===== src/rtl/tbw_pkg.sv =====
package tbw_pkg;

  localparam int KINDS  = 8;
  localparam int KIND_W = $clog2(KINDS);

  // control word field positions (software decodes these)
  localparam int F_WRAPPED = 24;
  localparam int F_EN_LO   = 16;
  localparam int F_POL_LO  = 8;
  localparam int F_DEST_LO = 4;
  localparam int F_STALL   = 2;
  localparam int F_DISCARD = 1;
  localparam int F_IMPL    = 0;

  typedef enum logic [1:0] {
    FILL_WRAP = 2'd0,
    FILL_STOP = 2'd1,
    FILL_EXC  = 2'd2,
    FILL_RSVD = 2'd3
  } fill_pol_e;

  typedef enum logic [1:0] {
    SEL_CTRL  = 2'd0,
    SEL_START = 2'd1,
    SEL_END   = 2'd2,
    SEL_WPTR  = 2'd3
  } reg_sel_e;

  function automatic logic kind_enabled(logic [KINDS-1:0] en, logic [KIND_W-1:0] k);
    return en[k];
  endfunction

  // every policy except wrap halts tracing once the last slot is used
  function automatic logic stops_when_full(fill_pol_e p);
    return p != FILL_WRAP;
  endfunction

endpackage


===== src/rtl/tbw_cfg_regs.sv =====
module tbw_cfg_regs
  import tbw_pkg::*;
#(
  parameter int AW = 10
) (
  input  logic             clk,
  input  logic             rst_n,
  input  logic             cfg_we,
  input  logic [1:0]       cfg_addr,
  input  logic [31:0]      cfg_wdata,
  input  logic             wrapped,
  input  logic [AW-1:0]    wptr,
  output logic [KINDS-1:0] kind_en,
  output fill_pol_e        policy,
  output logic             stall_en,
  output logic [1:0]       dest,
  output logic [AW-1:0]    start_addr,
  output logic [AW-1:0]    end_addr,
  output logic             discard,
  output logic             wptr_load,
  output logic [AW-1:0]    wptr_val,
  output logic [31:0]      cfg_rdata
);
  localparam int PAD = 32 - AW;

  reg_sel_e sel;
  logic     ctrl_wr;
  logic     cfg_unused;

  assign sel        = reg_sel_e'(cfg_addr);
  assign ctrl_wr    = cfg_we && (sel == SEL_CTRL);
  assign discard    = ctrl_wr && cfg_wdata[F_DISCARD];
  assign wptr_load  = cfg_we && (sel == SEL_WPTR);
  assign wptr_val   = cfg_wdata[AW-1:0];
  assign cfg_unused = ^cfg_wdata;

  function automatic logic [31:0] ctrl_image(logic wr, logic [KINDS-1:0] en,
                                             fill_pol_e p, logic [1:0] d, logic st);
    logic [31:0] v;
    v = '0;
    v[F_WRAPPED]           = wr;
    v[F_EN_LO +: KINDS]    = en;
    v[F_POL_LO +: 2]       = p;
    v[F_DEST_LO +: 2]      = d;
    v[F_STALL]             = st;
    v[F_IMPL]              = 1'b1;
    return v;
  endfunction

  always_ff @(posedge clk or negedge rst_n) begin
    if (!rst_n) begin
      kind_en    <= '0;
      policy     <= FILL_WRAP;
      stall_en   <= 1'b0;
      dest       <= 2'd0;
      start_addr <= '0;
      end_addr   <= '1;
    end else begin
      if (ctrl_wr) begin
        kind_en  <= cfg_wdata[F_EN_LO +: KINDS];
        policy   <= fill_pol_e'(cfg_wdata[F_POL_LO +: 2]);
        stall_en <= cfg_wdata[F_STALL];
        dest     <= cfg_wdata[F_DEST_LO +: 2];
      end
      if (cfg_we && sel == SEL_START) start_addr <= cfg_wdata[AW-1:0];
      if (cfg_we && sel == SEL_END)   end_addr   <= cfg_wdata[AW-1:0];
    end
  end

  always_comb begin
    unique case (sel)
      SEL_CTRL:  cfg_rdata = ctrl_image(wrapped, kind_en, policy, dest, stall_en);
      SEL_START: cfg_rdata = {{PAD{1'b0}}, start_addr};
      SEL_END:   cfg_rdata = {{PAD{1'b0}}, end_addr};
      default:   cfg_rdata = {{PAD{1'b0}}, wptr};
    endcase
  end

endmodule


===== src/rtl/tbw_admit.sv =====
module tbw_admit
  import tbw_pkg::*;
(
  input  logic              clk,
  input  logic              rst_n,
  input  logic              rec_valid,
  input  logic [KIND_W-1:0] rec_kind,
  input  logic [KINDS-1:0]  kind_en,
  input  logic              stall_en,
  input  logic              ram_ready,
  input  logic              halted,
  input  logic              cfg_busy,
  output logic              accept,
  output logic              stall_req
);
  logic wanted;
  logic blocked;

  assign wanted    = rec_valid && kind_enabled(kind_en, rec_kind) && !halted;
  assign blocked   = !ram_ready || cfg_busy;
  assign accept    = wanted && !blocked;
  assign stall_req = wanted && blocked && stall_en;

  p_filter_r2: assert property (@(posedge clk) disable iff (!rst_n)
    (rec_valid && !kind_en[rec_kind]) |-> (!accept && !stall_req));

  p_halt_blocks_r6: assert property (@(posedge clk) disable iff (!rst_n)
    halted |-> (!accept && !stall_req));

  p_stall_excl_r9: assert property (@(posedge clk) disable iff (!rst_n)
    stall_req |-> !accept);

  p_cfg_priority_r11: assert property (@(posedge clk) disable iff (!rst_n)
    cfg_busy |-> !accept);

endmodule


===== src/rtl/tbw_pointer.sv =====
module tbw_pointer
  import tbw_pkg::*;
#(
  parameter int AW = 10
) (
  input  logic          clk,
  input  logic          rst_n,
  input  logic          accept,
  input  logic          discard,
  input  logic          wptr_load,
  input  logic [AW-1:0] wptr_val,
  input  logic [AW-1:0] start_addr,
  input  logic [AW-1:0] end_addr,
  input  fill_pol_e     policy,
  output logic [AW-1:0] wptr,
  output logic          wrapped,
  output logic          halted,
  output logic          full_exc
);
  logic at_end;
  logic last_write;

  function automatic logic [AW-1:0] ring_next(logic [AW-1:0] p, logic [AW-1:0] s,
                                              logic [AW-1:0] e);
    return (p == e) ? s : p + 1'b1;
  endfunction

  assign at_end     = (wptr == end_addr);
  assign last_write = accept && at_end;

  always_ff @(posedge clk or negedge rst_n) begin
    if (!rst_n) begin
      wptr     <= '0;
      wrapped  <= 1'b0;
      halted   <= 1'b0;
      full_exc <= 1'b0;
    end else begin
      full_exc <= last_write && (policy == FILL_EXC);
      if (discard) begin
        wptr    <= start_addr;
        wrapped <= 1'b0;
        halted  <= 1'b0;
      end else if (wptr_load) begin
        wptr <= wptr_val;
      end else if (accept) begin
        wptr <= ring_next(wptr, start_addr, end_addr);
        if (at_end) begin
          wrapped <= 1'b1;
          if (stops_when_full(policy)) halted <= 1'b1;
        end
      end
    end
  end

  p_step_r3: assert property (@(posedge clk) disable iff (!rst_n)
    (accept && !at_end) |=> (wptr == AW'($past(wptr) + 1'b1)));

  p_wrap_return_r3: assert property (@(posedge clk) disable iff (!rst_n)
    last_write |=> (wptr == $past(start_addr) && wrapped));

  p_wrap_sticky_r4: assert property (@(posedge clk) disable iff (!rst_n)
    (wrapped && !discard) |=> wrapped);

  p_discard_r8: assert property (@(posedge clk) disable iff (!rst_n)
    discard |=> (wptr == $past(start_addr) && !wrapped && !halted));

  p_exc_single_r7: assert property (@(posedge clk) disable iff (!rst_n)
    full_exc |=> !full_exc);

endmodule


===== src/rtl/trace_wr_ctrl.sv =====
module trace_wr_ctrl
  import tbw_pkg::*;
#(
  parameter int AW = 10,
  parameter int DW = 32
) (
  input  logic              clk,
  input  logic              rst_n,
  input  logic              cfg_we,
  input  logic [1:0]        cfg_addr,
  input  logic [31:0]       cfg_wdata,
  output logic [31:0]       cfg_rdata,
  input  logic              rec_valid,
  input  logic [KIND_W-1:0] rec_kind,
  input  logic [DW-1:0]     rec_data,
  input  logic              ram_ready,
  output logic              stall_req,
  output logic              ram_we,
  output logic [AW-1:0]     ram_addr,
  output logic [DW-1:0]     ram_wdata,
  output logic              full_exc
);
  logic [KINDS-1:0] kind_en;
  fill_pol_e        policy;
  logic             stall_en;
  logic [1:0]       dest;
  logic [AW-1:0]    start_addr, end_addr, wptr, wptr_val;
  logic             discard, wptr_load, wrapped, halted, accept;

  tbw_cfg_regs #(.AW(AW)) u_cfg (
    .clk(clk), .rst_n(rst_n), .cfg_we(cfg_we), .cfg_addr(cfg_addr),
    .cfg_wdata(cfg_wdata), .wrapped(wrapped), .wptr(wptr),
    .kind_en(kind_en), .policy(policy), .stall_en(stall_en), .dest(dest),
    .start_addr(start_addr), .end_addr(end_addr), .discard(discard),
    .wptr_load(wptr_load), .wptr_val(wptr_val), .cfg_rdata(cfg_rdata)
  );

  tbw_admit u_admit (
    .clk(clk), .rst_n(rst_n), .rec_valid(rec_valid), .rec_kind(rec_kind),
    .kind_en(kind_en), .stall_en(stall_en), .ram_ready(ram_ready),
    .halted(halted), .cfg_busy(cfg_we), .accept(accept), .stall_req(stall_req)
  );

  tbw_pointer #(.AW(AW)) u_ptr (
    .clk(clk), .rst_n(rst_n), .accept(accept), .discard(discard),
    .wptr_load(wptr_load), .wptr_val(wptr_val), .start_addr(start_addr),
    .end_addr(end_addr), .policy(policy), .wptr(wptr), .wrapped(wrapped),
    .halted(halted), .full_exc(full_exc)
  );

  always_ff @(posedge clk or negedge rst_n) begin
    if (!rst_n) begin
      ram_we    <= 1'b0;
      ram_addr  <= '0;
      ram_wdata <= '0;
    end else begin
      ram_we <= accept;
      if (accept) begin
        ram_addr  <= wptr;
        ram_wdata <= rec_data;
      end
    end
  end

  p_write_follows_r3: assert property (@(posedge clk) disable iff (!rst_n)
    accept |=> (ram_we && ram_addr == $past(wptr)));

  p_no_spurious_write_r3: assert property (@(posedge clk) disable iff (!rst_n)
    !accept |=> !ram_we);

  p_exc_with_write_r7: assert property (@(posedge clk) disable iff (!rst_n)
    full_exc |-> ram_we);

endmodule


===== config.mk =====
export PLATFORM = sky130hd
export DESIGN_NAME = trace_wr_ctrl
export DESIGN_NICKNAME = d
export VERILOG_FILES = /design/src/rtl/tbw_pkg.sv /design/src/rtl/tbw_cfg_regs.sv /design/src/rtl/tbw_admit.sv /design/src/rtl/tbw_pointer.sv /design/src/rtl/trace_wr_ctrl.sv
export SDC_FILE = /design/constraint.sdc
export NUM_CORES = 1
export LEC_CHECK = 0
export ABC_AREA = 0
export CORE_AREA = 5 5 118 120
export CTS_CLUSTER_DIAMETER = 80
export DETAILED_ROUTE_END_ITERATION = 10
export DIE_AREA = 0 0 123 125
export DONT_BUFFER_PORTS = 1
export GPL_TIMING_DRIVEN = 0
export SYNTH_ARGS = -nofsm -noshare
export SYNTH_HDL_FRONTEND = slang
export SYNTH_SLANG_ARGS = --single-unit

===== constraint.sdc =====
create_clock -name clk -period 1.96 [get_ports clk]
set_input_delay 0.294 -clock clk [delete_from_list [all_inputs] [get_ports clk]]
set_output_delay 0.294 -clock clk [all_outputs]
set_load 0.005 [all_outputs]

==> out/metrics.yaml, run 1 <==
run_status:
  status: "finished, violations left"
  violations: "hold timing, setup timing"
critical_path:
  critPathMaxFanout: 3
  slowest_delay_ps: 580
  cpMostUsedCell: "buf_4"
  cp_num_cells: 7
  arrival_ps: 2260
  crit_chain: "xor2_4, nor4_4, buf_4, nand3_4, buf_4, a32o_1, a311o_1"
  cp.required_ps: 2190
  path_buf_inv: 2
  cp-end-kind: "register"
  reg2regPathDepth: 7
  critical-path-top-delay-family: "flip-flops"
  crit_type: "reg2reg"
  slowest_stage: "dfstp_2"
  critPathLaunchType: "register"
detailed_routing:
  drt-initial-drc-count: 116
  firstDrtPassIters: 5
  ant_nets: 0
  vias: 2965
  finalWirelength_mm: 11.07
  routedWlPerCell_um: 19.01
  viasPerCell: 5.095
  drcViolationCount: 0
final_layout:
  diodes: 0
  regArea_sq_mm: 0.002245
  layout.nets: 476
  finalNonFillerCells: 582
  final.fill_count: 1261
  area_delta_synth_final_pct: 17.92
  drive_gt1_frac: 0.2980
  multi_input_area_sq_mm: 0.002053
placement:
  dp_cells: 554
  globalplace.congestion: 0.8192
  dpl.hpwl_mm: 7.909
  io_buffers: 0
floorplanning:
  io_pins: 151
  rows: 42
  die_area_sq_mm: 0.01538
  start_util: 0.3399
  core-area_sq_mm: 0.01287
  die_h_um: 125
  dieWidth_um: 123
global_route:
  grt_overflow: 0
  grt_max_degree: 90
  grt_usage: 0.1472
  antenna_found_initial: 0
  grt_pass1_wl_mm: 17.29
  grt_pass1_vias: 3162
sta:
  hold_viol: 89
  hold_ws_ps: -348.4
  fmax_mhz: 493.2
  fin_skew_ps: 9.474
  fin_crit_ps: 2028
  fin_crit_sh: 1.035
  setup_violations: 4
  setup_ws_ps: -67.74
  finalMaxSlewViolations: 0
  relSlewSlack: 0.4944
  rsz0062_at_grt: "true"
  tightest_slew_ps: 758.5
logic_synthesis:
  yosys-top-cells-count: "dfrtp_1, mux2_2, nand2_1, mux2_1, buf_4"
  synth_edf_count: 0
  syn_avg_cell_area_sq_um: 11.96
  netlist.area_leader.share: 0.4517
  synthFlopType: "dfrtp_1"
  yosysUniqueCellTypes: 55
  synth_area_sq_mm: 0.004377
  async_reset_ff_frac: 1.000
  ys_seq_area_frac: 0.5117
  synth.area.top_cells: "dfrtp_1, mux2_2, mux2_1"
  yosysMostFrequentCell: "dfrtp_1"
  yosysWarningCount: 0
  yosys.area.top_type: "dfrtp_1"
  synth_seq_cells: 89
  synth_cells: 366
clock_network:
  clock_latency_ps: 340
  cts_root_buffer: "clkbuf_16"
  cts_tree: "yes"
  cts.path.max_buffers: 2
  cts_buffers: 9
  clock-sinks: 89
  htreeDepth: 3
  clkTransAtPathRegs_ps: 70
pwr:
  p_per_area_mw_per_mm2: 1132
  p_total_mw: 5.844
  power.leakage_nw: 2.223
  peakVddDrop_mv: 0.5385
job:
  max_cap_violations: 0
min_path:
  min_path_type: "in2async"
[placed cells by master (no fill, tap or decap), drive strengths merged, types with 4 or more instances in the layout]
cell	count
dfrtp	79
clkbuf	25
inv	6
nand3	10
xor2	10
o21a	4
and2	11
nor2	13
xnor2	4
o21ai	6
buf	35
mux4	5
nand2	36
mux2i	5
conb	13
o22ai	4
a22o	4
nor3	6
mux2	69
dfstp	10
a21oi	8
[repair_timing]
| action | 4_1_cts | 5_1_grt |
|---|---|---|
| pin swaps | 6 | 9 |
| cloned | 0 | 1 |
| hold endpoints to repair | 89 | 89 |
| setup buffers | 6 | 7 |
| endpoints found under the setup margin | 52 | 41 |
| resized for setup | 11 | 19 |
[where the power goes]
part	internal, mW	switching (mW)
logic	0.641	0.587
registers	2.38	0.468
clock network	1.09	0.678
total	4.11	1.73
[metrics by stage]
step           hold slack (ps)  setup WS [ps]  instance area [sq um]    util  TNS, ps
3_3_place_gp            0.9810         -261.2                   4642  0.3605   -11280
4_1_cts                 -374.2         -22.76                   5032  0.3909   -30.15
2_1_floorplan           -1.591          70.70                   4422       -        0
5_1_grt                 -374.7         -203.2                   5161  0.4009   -871.7
3_5_place_dp            0.7109         -308.5                   4642  0.3605   -12060
6_report                -348.4         -67.74                   5161  0.4009   -148.2
[flip-flops by register name (all words and copies together) (netlist names)]
name,cells
ram_wdata,32
ram_addr,10
u_cfg.end_addr,10
u_cfg.start_addr,10
u_ptr.wptr,10
u_cfg.kind_en,8
u_cfg.dest,2
u_cfg.policy,2
ram_we,1
u_cfg.stall_en,1
u_ptr.full_exc,1
u_ptr.halted,1
u_ptr.wrapped,1
[per-layer routing]
layer / vias up / GRT usage / wire (um)
met3: 12 / 0.05962 / 884
met5: - / 0 / 0
met1: 1496 / 0.1720 / 4444
met4: 0 / 0.04691 / 157
li1: 1349 / - / -
met2: 108 / 0.2457 / 5579
[cell families after synthesis]
| family | synth area share |
|---|---|
| xor gates and xnor gates | 0.02801 |
| buffers and inverters | 0.05146 |
| adders and majority gates | 0.002858 |
| muxes | 0.2147 |
| AOI/OAI and AO/OA | 0.08519 |
| DFF | 0.5117 |
| and+or+nand+nor | 0.1052 |
| other | 0.0008568 |
[final timing paths]
check / from / end / slack (ps)
setup / recovery: u_cfg.end_addr[7] / u_ptr.wptr[2] / -70
hold / removal: rst_n / ram_wdata[4] / -350
setup reg to reg: u_cfg.end_addr[7] / u_ptr.wptr[2] / -70
hold reg to reg: u_ptr.halted / u_ptr.halted / 480
max in group asynchronous: rst_n / u_cfg.end_addr[5] / 2070
min in group clk: rec_data[10] / ram_wdata[10] / 80
[area by class of cell]
type / count / share of cell area
Clock inverter: 2 / 0.006788
Clock buffer: 14 / 0.05309
Inverter: 7 / 0.006061
Buffer: 33 / 0.03976
Sequential cell: 89 / 0.4349
Tap cell: 176 / 0.04267
Multi-Input combinational cell: 248 / 0.3978
Timing Repair Buffer: 13 / 0.01891
No activity file was read; power rests on OpenSTA's default activity.
==> run 2: changes to the inputs <==
--- a/config.mk
+++ b/config.mk
@@ -12,6 +12,7 @@
 export DIE_AREA = 0 0 123 125
 export DONT_BUFFER_PORTS = 1
 export GPL_TIMING_DRIVEN = 0
+export SETUP_SLACK_MARGIN = 0.02
 export SYNTH_ARGS = -nofsm -noshare
 export SYNTH_HDL_FRONTEND = slang
 export SYNTH_SLANG_ARGS = --single-unit
==> run 2 against run 1 <==
- the run still ends with hold timing, setup timing left
- flip-flop and latch count unchanged
- critical path depth stayed put
- register-to-register slack hardly changed
- worst setup slack better by 5.3 ps
- via count is essentially flat
- clock-buffer cell count did not move
- cell count fell by 0.17%
- clock power about the same
- cell area is 0.48% higher
- critical path type unchanged
- largest cell class unchanged
- largest power group unchanged
==> out/metrics.yaml, run 2 (synthesis gave the netlist of run 1 again) <==
run_status:
  status: "finished, violations left"
  violations: "hold timing, setup timing"
critical_path:
  arrival_ps: 2250
  critPathMaxFanout: 3
  slowest_stage: "dfstp_2"
  slowest_delay_ps: 560
  crit_chain: "xor2_2, nor4_4, buf_4, nand3_4, buf_4, a32o_1, a311o_1"
  path_buf_inv: 2
  cp-end-kind: "register"
  crit_type: "reg2reg"
  critPathLaunchType: "register"
  cp.required_ps: 2190
  critical-path-top-delay-family: "flip-flops"
  cpMostUsedCell: "buf_4"
sta:
  finalMaxSlewViolations: 0
  hold_viol: 89
  relSlewSlack: 0.4915
  fin_skew_ps: 8.533
  hold_ws_ps: -347.9
  tightest_slew_ps: 762.8
  setup_ws_ps: -62.49
  fmax_mhz: 494.4
  finalSetupTns_ps: -122.1
  fin_crit_sh: 1.032
  fin_crit_ps: 2022
  setup_violations: 3
  rsz0062_at_grt: "true"
detailed_routing:
  drcViolationCount: 0
  viasPerCell: 5.102
  drt-initial-drc-count: 101
  vias: 2964
  finalWirelength_mm: 11.07
  routedWlPerCell_um: 19.06
  ant_nets: 0
  firstDrtPassIters: 4
clock_network:
  cts_buffers: 9
  cts_tree: "yes"
  clock_latency_ps: 340
  clock-sinks: 89
  htreeDepth: 3
  clkTransAtPathRegs_ps: 60
  cts_root_buffer: "clkbuf_16"
  cts.path.max_buffers: 2
placement:
  globalplace.congestion: 0.8192
  io_buffers: 0
  dp_cells: 554
  pre_cts_slack_ps: -308.5
  dpl.hpwl_mm: 7.909
floorplanning:
  die_h_um: 125
  dieWidth_um: 123
  start_util: 0.3399
  rows: 42
  die_area_sq_mm: 0.01538
  io_pins: 151
  core-area_sq_mm: 0.01287
final_layout:
  multi_input_area_sq_mm: 0.002064
  regArea_sq_mm: 0.002243
  fin_util: 0.4028
  layout.nets: 475
  area_delta_synth_final_pct: 18.50
  finalNonFillerCells: 581
  largest_reg_flops: 32
  drive_gt1_frac: 0.3037
  final.fill_count: 1265
  largest_register: "ram_wdata"
  mostFrequentLayoutCells: "dfrtp_1, mux2_2, nand2_1"
  final_common_cell: "dfrtp_1"
  diodes: 0
pwr:
  power.leakage_nw: 2.232
  peakVddDrop_mv: 0.5435
  p_per_area_mw_per_mm2: 1127
global_route:
  grt_pass1_wl_mm: 17.33
  grt_usage: 0.1474
  antenna_found_initial: 0
  grt_max_degree: 90
  grt_overflow: 0
  grt_pass1_vias: 3180
min_path:
  min_path_type: "in2async"
job:
  max_cap_violations: 0
## run 2: final cells by class
class	instances	area share
Buffer	32	0.04174
Clock buffer	14	0.05283
Clock inverter	2	0.006755
Inverter	7	0.006031
Multi-Input combinational cell	248	0.3981
Sequential cell	89	0.4326
Tap cell	176	0.04246
Timing Repair Buffer	13	0.01954
## run 2: per-layer routing
layer | GRT usage | share of wire
met5 | 0 | 0
met3 | 0.05962 | 0.083
met1 | 0.1717 | 0.40
met2 | 0.2470 | 0.51
met4 | 0.04691 | 0.012
## run 2: worst paths after layout
path                       cells past startpoint  slack [ps]                end              start
setup / recovery                               7         -60      u_ptr.wptr[2]  u_cfg.end_addr[9]
hold / removal                                 0        -350       ram_wdata[4]              rst_n
setup reg to reg                               7         -60      u_ptr.wptr[2]  u_cfg.end_addr[9]
hold reg to reg                                1         480       u_ptr.halted       u_ptr.halted
max in group asynchronous                      0        2070  u_cfg.end_addr[5]              rst_n
min in group clk                               1          80      ram_wdata[10]       rec_data[10]
## run 2: stage by stage
step	total power [mW]	cell area [sq um]
global route	6.187	5186
global placement	3.920	4642
CTS	5.883	5044
detailed placement	3.983	4642
floorplan	3.629	4422
finish	5.846	5186
## run 2: power by group
| part | switching [mW] | internal (mW) | total, mW |
|---|---|---|---|
| combinational | 0.563 | 0.642 | 1.21 |
| clock | 0.675 | 1.09 | 1.77 |
| sequential | 0.496 | 2.38 | 2.87 |
| total | 1.73 | 4.11 | 5.85 |
## run 2: timing repair
action,4_1_cts,5_1_grt
hold endpoints to repair,89,89
setup buffers,6,6
resized for setup,14,22
endpoints found under the setup margin,52,42
cloned,0,1
pin swaps,6,8
==> run 3: changes to the inputs <==
--- a/config.mk
+++ b/config.mk
@@ -6,10 +6,10 @@
 export NUM_CORES = 1
 export LEC_CHECK = 0
 export ABC_AREA = 0
-export CORE_AREA = 5 5 118 120
+export CORE_AREA = 5 5 105 107
 export CTS_CLUSTER_DIAMETER = 80
 export DETAILED_ROUTE_END_ITERATION = 10
-export DIE_AREA = 0 0 123 125
+export DIE_AREA = 0 0 110 112
 export DONT_BUFFER_PORTS = 1
 export GPL_TIMING_DRIVEN = 0
 export SETUP_SLACK_MARGIN = 0.02
==> run 3 against run 2 <==
- the run still ends with hold timing, setup timing left
- critical path depth stayed put
- via count is 1.2% lower
- global-route usage rose by 2.8 points
- sequential share of layout area up 1.5 points
- hold slack lost 40 ps
- utilization up 9.6 points
- critical path type unchanged
- highest routed layer unchanged
==> out/metrics.yaml, run 3 (synthesis gave the netlist of run 1 again) <==
critical_path:
  crit_chain: "xor2_2, nor4_4, buf_4, a41o_1, buf_6, o21ai_1, o22a_1"
  crit_type: "reg2reg"
  timing.rr.start: "u_ptr.wptr[5]"
  reg2regPathDepth: 7
  regToRegSetupSlack_ps: -30
  cp_num_cells: 7
  slowest_stage: "dfrtp_2"
  path_buf_inv: 2
  critical-path-top-delay-family: "compound AO/OA/AOI/OAI gates"
  cp-endpoint: "u_ptr.wptr[7]"
  critPathLaunchType: "register"
  cp.required_ps: 2210
  slowest_delay_ps: 480
  cp-end-kind: "register"
  cp-startpoint: "u_ptr.wptr[5]"
  critPathMaxFanout: 10
  arrival_ps: 2240
  timing.rr.end: "u_ptr.wptr[7]"
sta:
  setup_violations: 3
  relSlewSlack: 0.5120
  fin_crit_ps: 1990
  tightest_slew_ps: 732.0
  fmax_mhz: 502.5
  fin_crit_sh: 1.015
  finalMaxSlewViolations: 0
  setup_ws_ps: -29.99
  hold_ws_ps: -387.5
  rsz0062_at_grt: "true"
  fin_skew_ps: 13.07
  hold_viol: 89
pwr:
  sequentialPowerShare: 0.537
  pwr-share-clk: 0.240
  peakVddDrop_mv: 0.5195
  p_per_area_mw_per_mm2: 1064
  cellInternalPower_mw: 3.525
  p_total_mw: 5.332
  p_switching_mw: 1.806
  power.leakage_nw: 2.165
  switching_share: 0.3388
  power_frac_comb: 0.223
global_route:
  grt_max_degree: 90
  antenna_found_initial: 0
  grt_overflow: 0
  grt_pass1_wl_mm: 16.73
  grt_usage: 0.1756
  grt_pass1_vias: 2994
clock_network:
  cts_root_buffer: "clkbuf_8"
  cts.path.max_buffers: 2
  clkTransAtPathRegs_ps: 110
  cts_tree: "yes"
  clock-sinks: 89
  cts_buffers: 9
  htreeDepth: 3
  clock_latency_ps: 360
detailed_routing:
  viasPerCell: 5.424
  ant_nets: 0
  drt-initial-drc-count: 179
  drcViolationCount: 0
  vias: 2929
  finalWirelength_mm: 10.55
  firstDrtPassIters: 5
  routedWlPerCell_um: 19.54
final_layout:
  final_common_cell: "dfrtp_1"
  drive_gt1_frac: 0.3069
  largest_reg_flops: 32
  layout.nets: 474
  mostFrequentLayoutCells: "dfrtp_1, mux2_2, nand2_1"
  fin_util: 0.4989
  diodes: 0
  area_delta_synth_final_pct: 14.52
  largest_register: "ram_wdata"
  finalNonFillerCells: 540
floorplanning:
  die_area_sq_mm: 0.01232
  io_pins: 151
  core-area_sq_mm: 0.01005
  start_util: 0.4357
  die_h_um: 112
  dieWidth_um: 110
  rows: 37
placement:
  pre_cts_slack_ps: -287.1
  dp_cells: 514
  dpl.hpwl_mm: 7.544
  globalplace.congestion: 0.8452
  io_buffers: 0
job:
  max_cap_violations: 0
run_status:
  violations: "hold timing, setup timing"
  status: "finished, violations left"
min_path:
  min_path_type: "in2async"
==> run 3: worst min path at each step <==
stage / from / to / slack [ps] / cells past startpoint
after floorplan: rst_n / ram_addr[0] / -2 / 0
after global placement: rst_n / ram_addr[9] / 3 / 0
after detailed placement: rst_n / ram_addr[9] / 3 / 0
after CTS: rst_n / ram_wdata[1] / -400 / 0
after global routing: rst_n / ram_wdata[7] / -420 / 0
final: rst_n / ram_wdata[21] / -390 / 0
==> run 3: power by group through the flow <==
| stage | Sequential, mW | Clock, mW | Combinational, mW |
|---|---|---|---|
| after floorplan | 2.71 | 0 | 0.923 |
| after global placement | 2.85 | 0 | 1.07 |
| after detailed placement | 2.87 | 0 | 1.10 |
| after CTS | 2.84 | 1.32 | 1.17 |
| after global routing | 2.94 | 1.41 | 1.34 |
| final | 2.86 | 1.28 | 1.19 |
==> run 3: stage by stage <==
step                      cell area (sq um)  setup TNS, ps
after floorplan                        4422              0
after CTS                              4893         -7.947
final                                  5012         -62.44
after global placement                 4592         -11290
after detailed placement               4592         -13470
after global routing                   5012         -652.0
==> run 3: area by class of cell <==
type,count,area (sq um)
Clock inverter,7,86.33
Timing Repair Buffer,12,93.84
Fill cell,931,5034
Sequential cell,89,2243
Multi-Input combinational cell,248,2051
Inverter,7,31.28
Buffer,32,212.7
Clock buffer,9,123.9
Tap cell,136,170.2
==> run 3: timing repair <==
action,4_1_cts,5_1_grt
setup buffers,6,6
hold endpoints to repair,89,89
resized for setup,12,17
gates cloned,0,0
pin swaps,9,6
endpoints found under the setup margin,52,43
==> run 3: layer usage <==
metal / vias to the layer above / GRT usage / routed length, um
met4: 0 / 0.04655 / 121
met2: 104 / 0.2755 / 5135
li1: 1349 / - / -
met5: - / 0 / 0
met1: 1469 / 0.2332 / 4484
met3: 7 / 0.05739 / 812
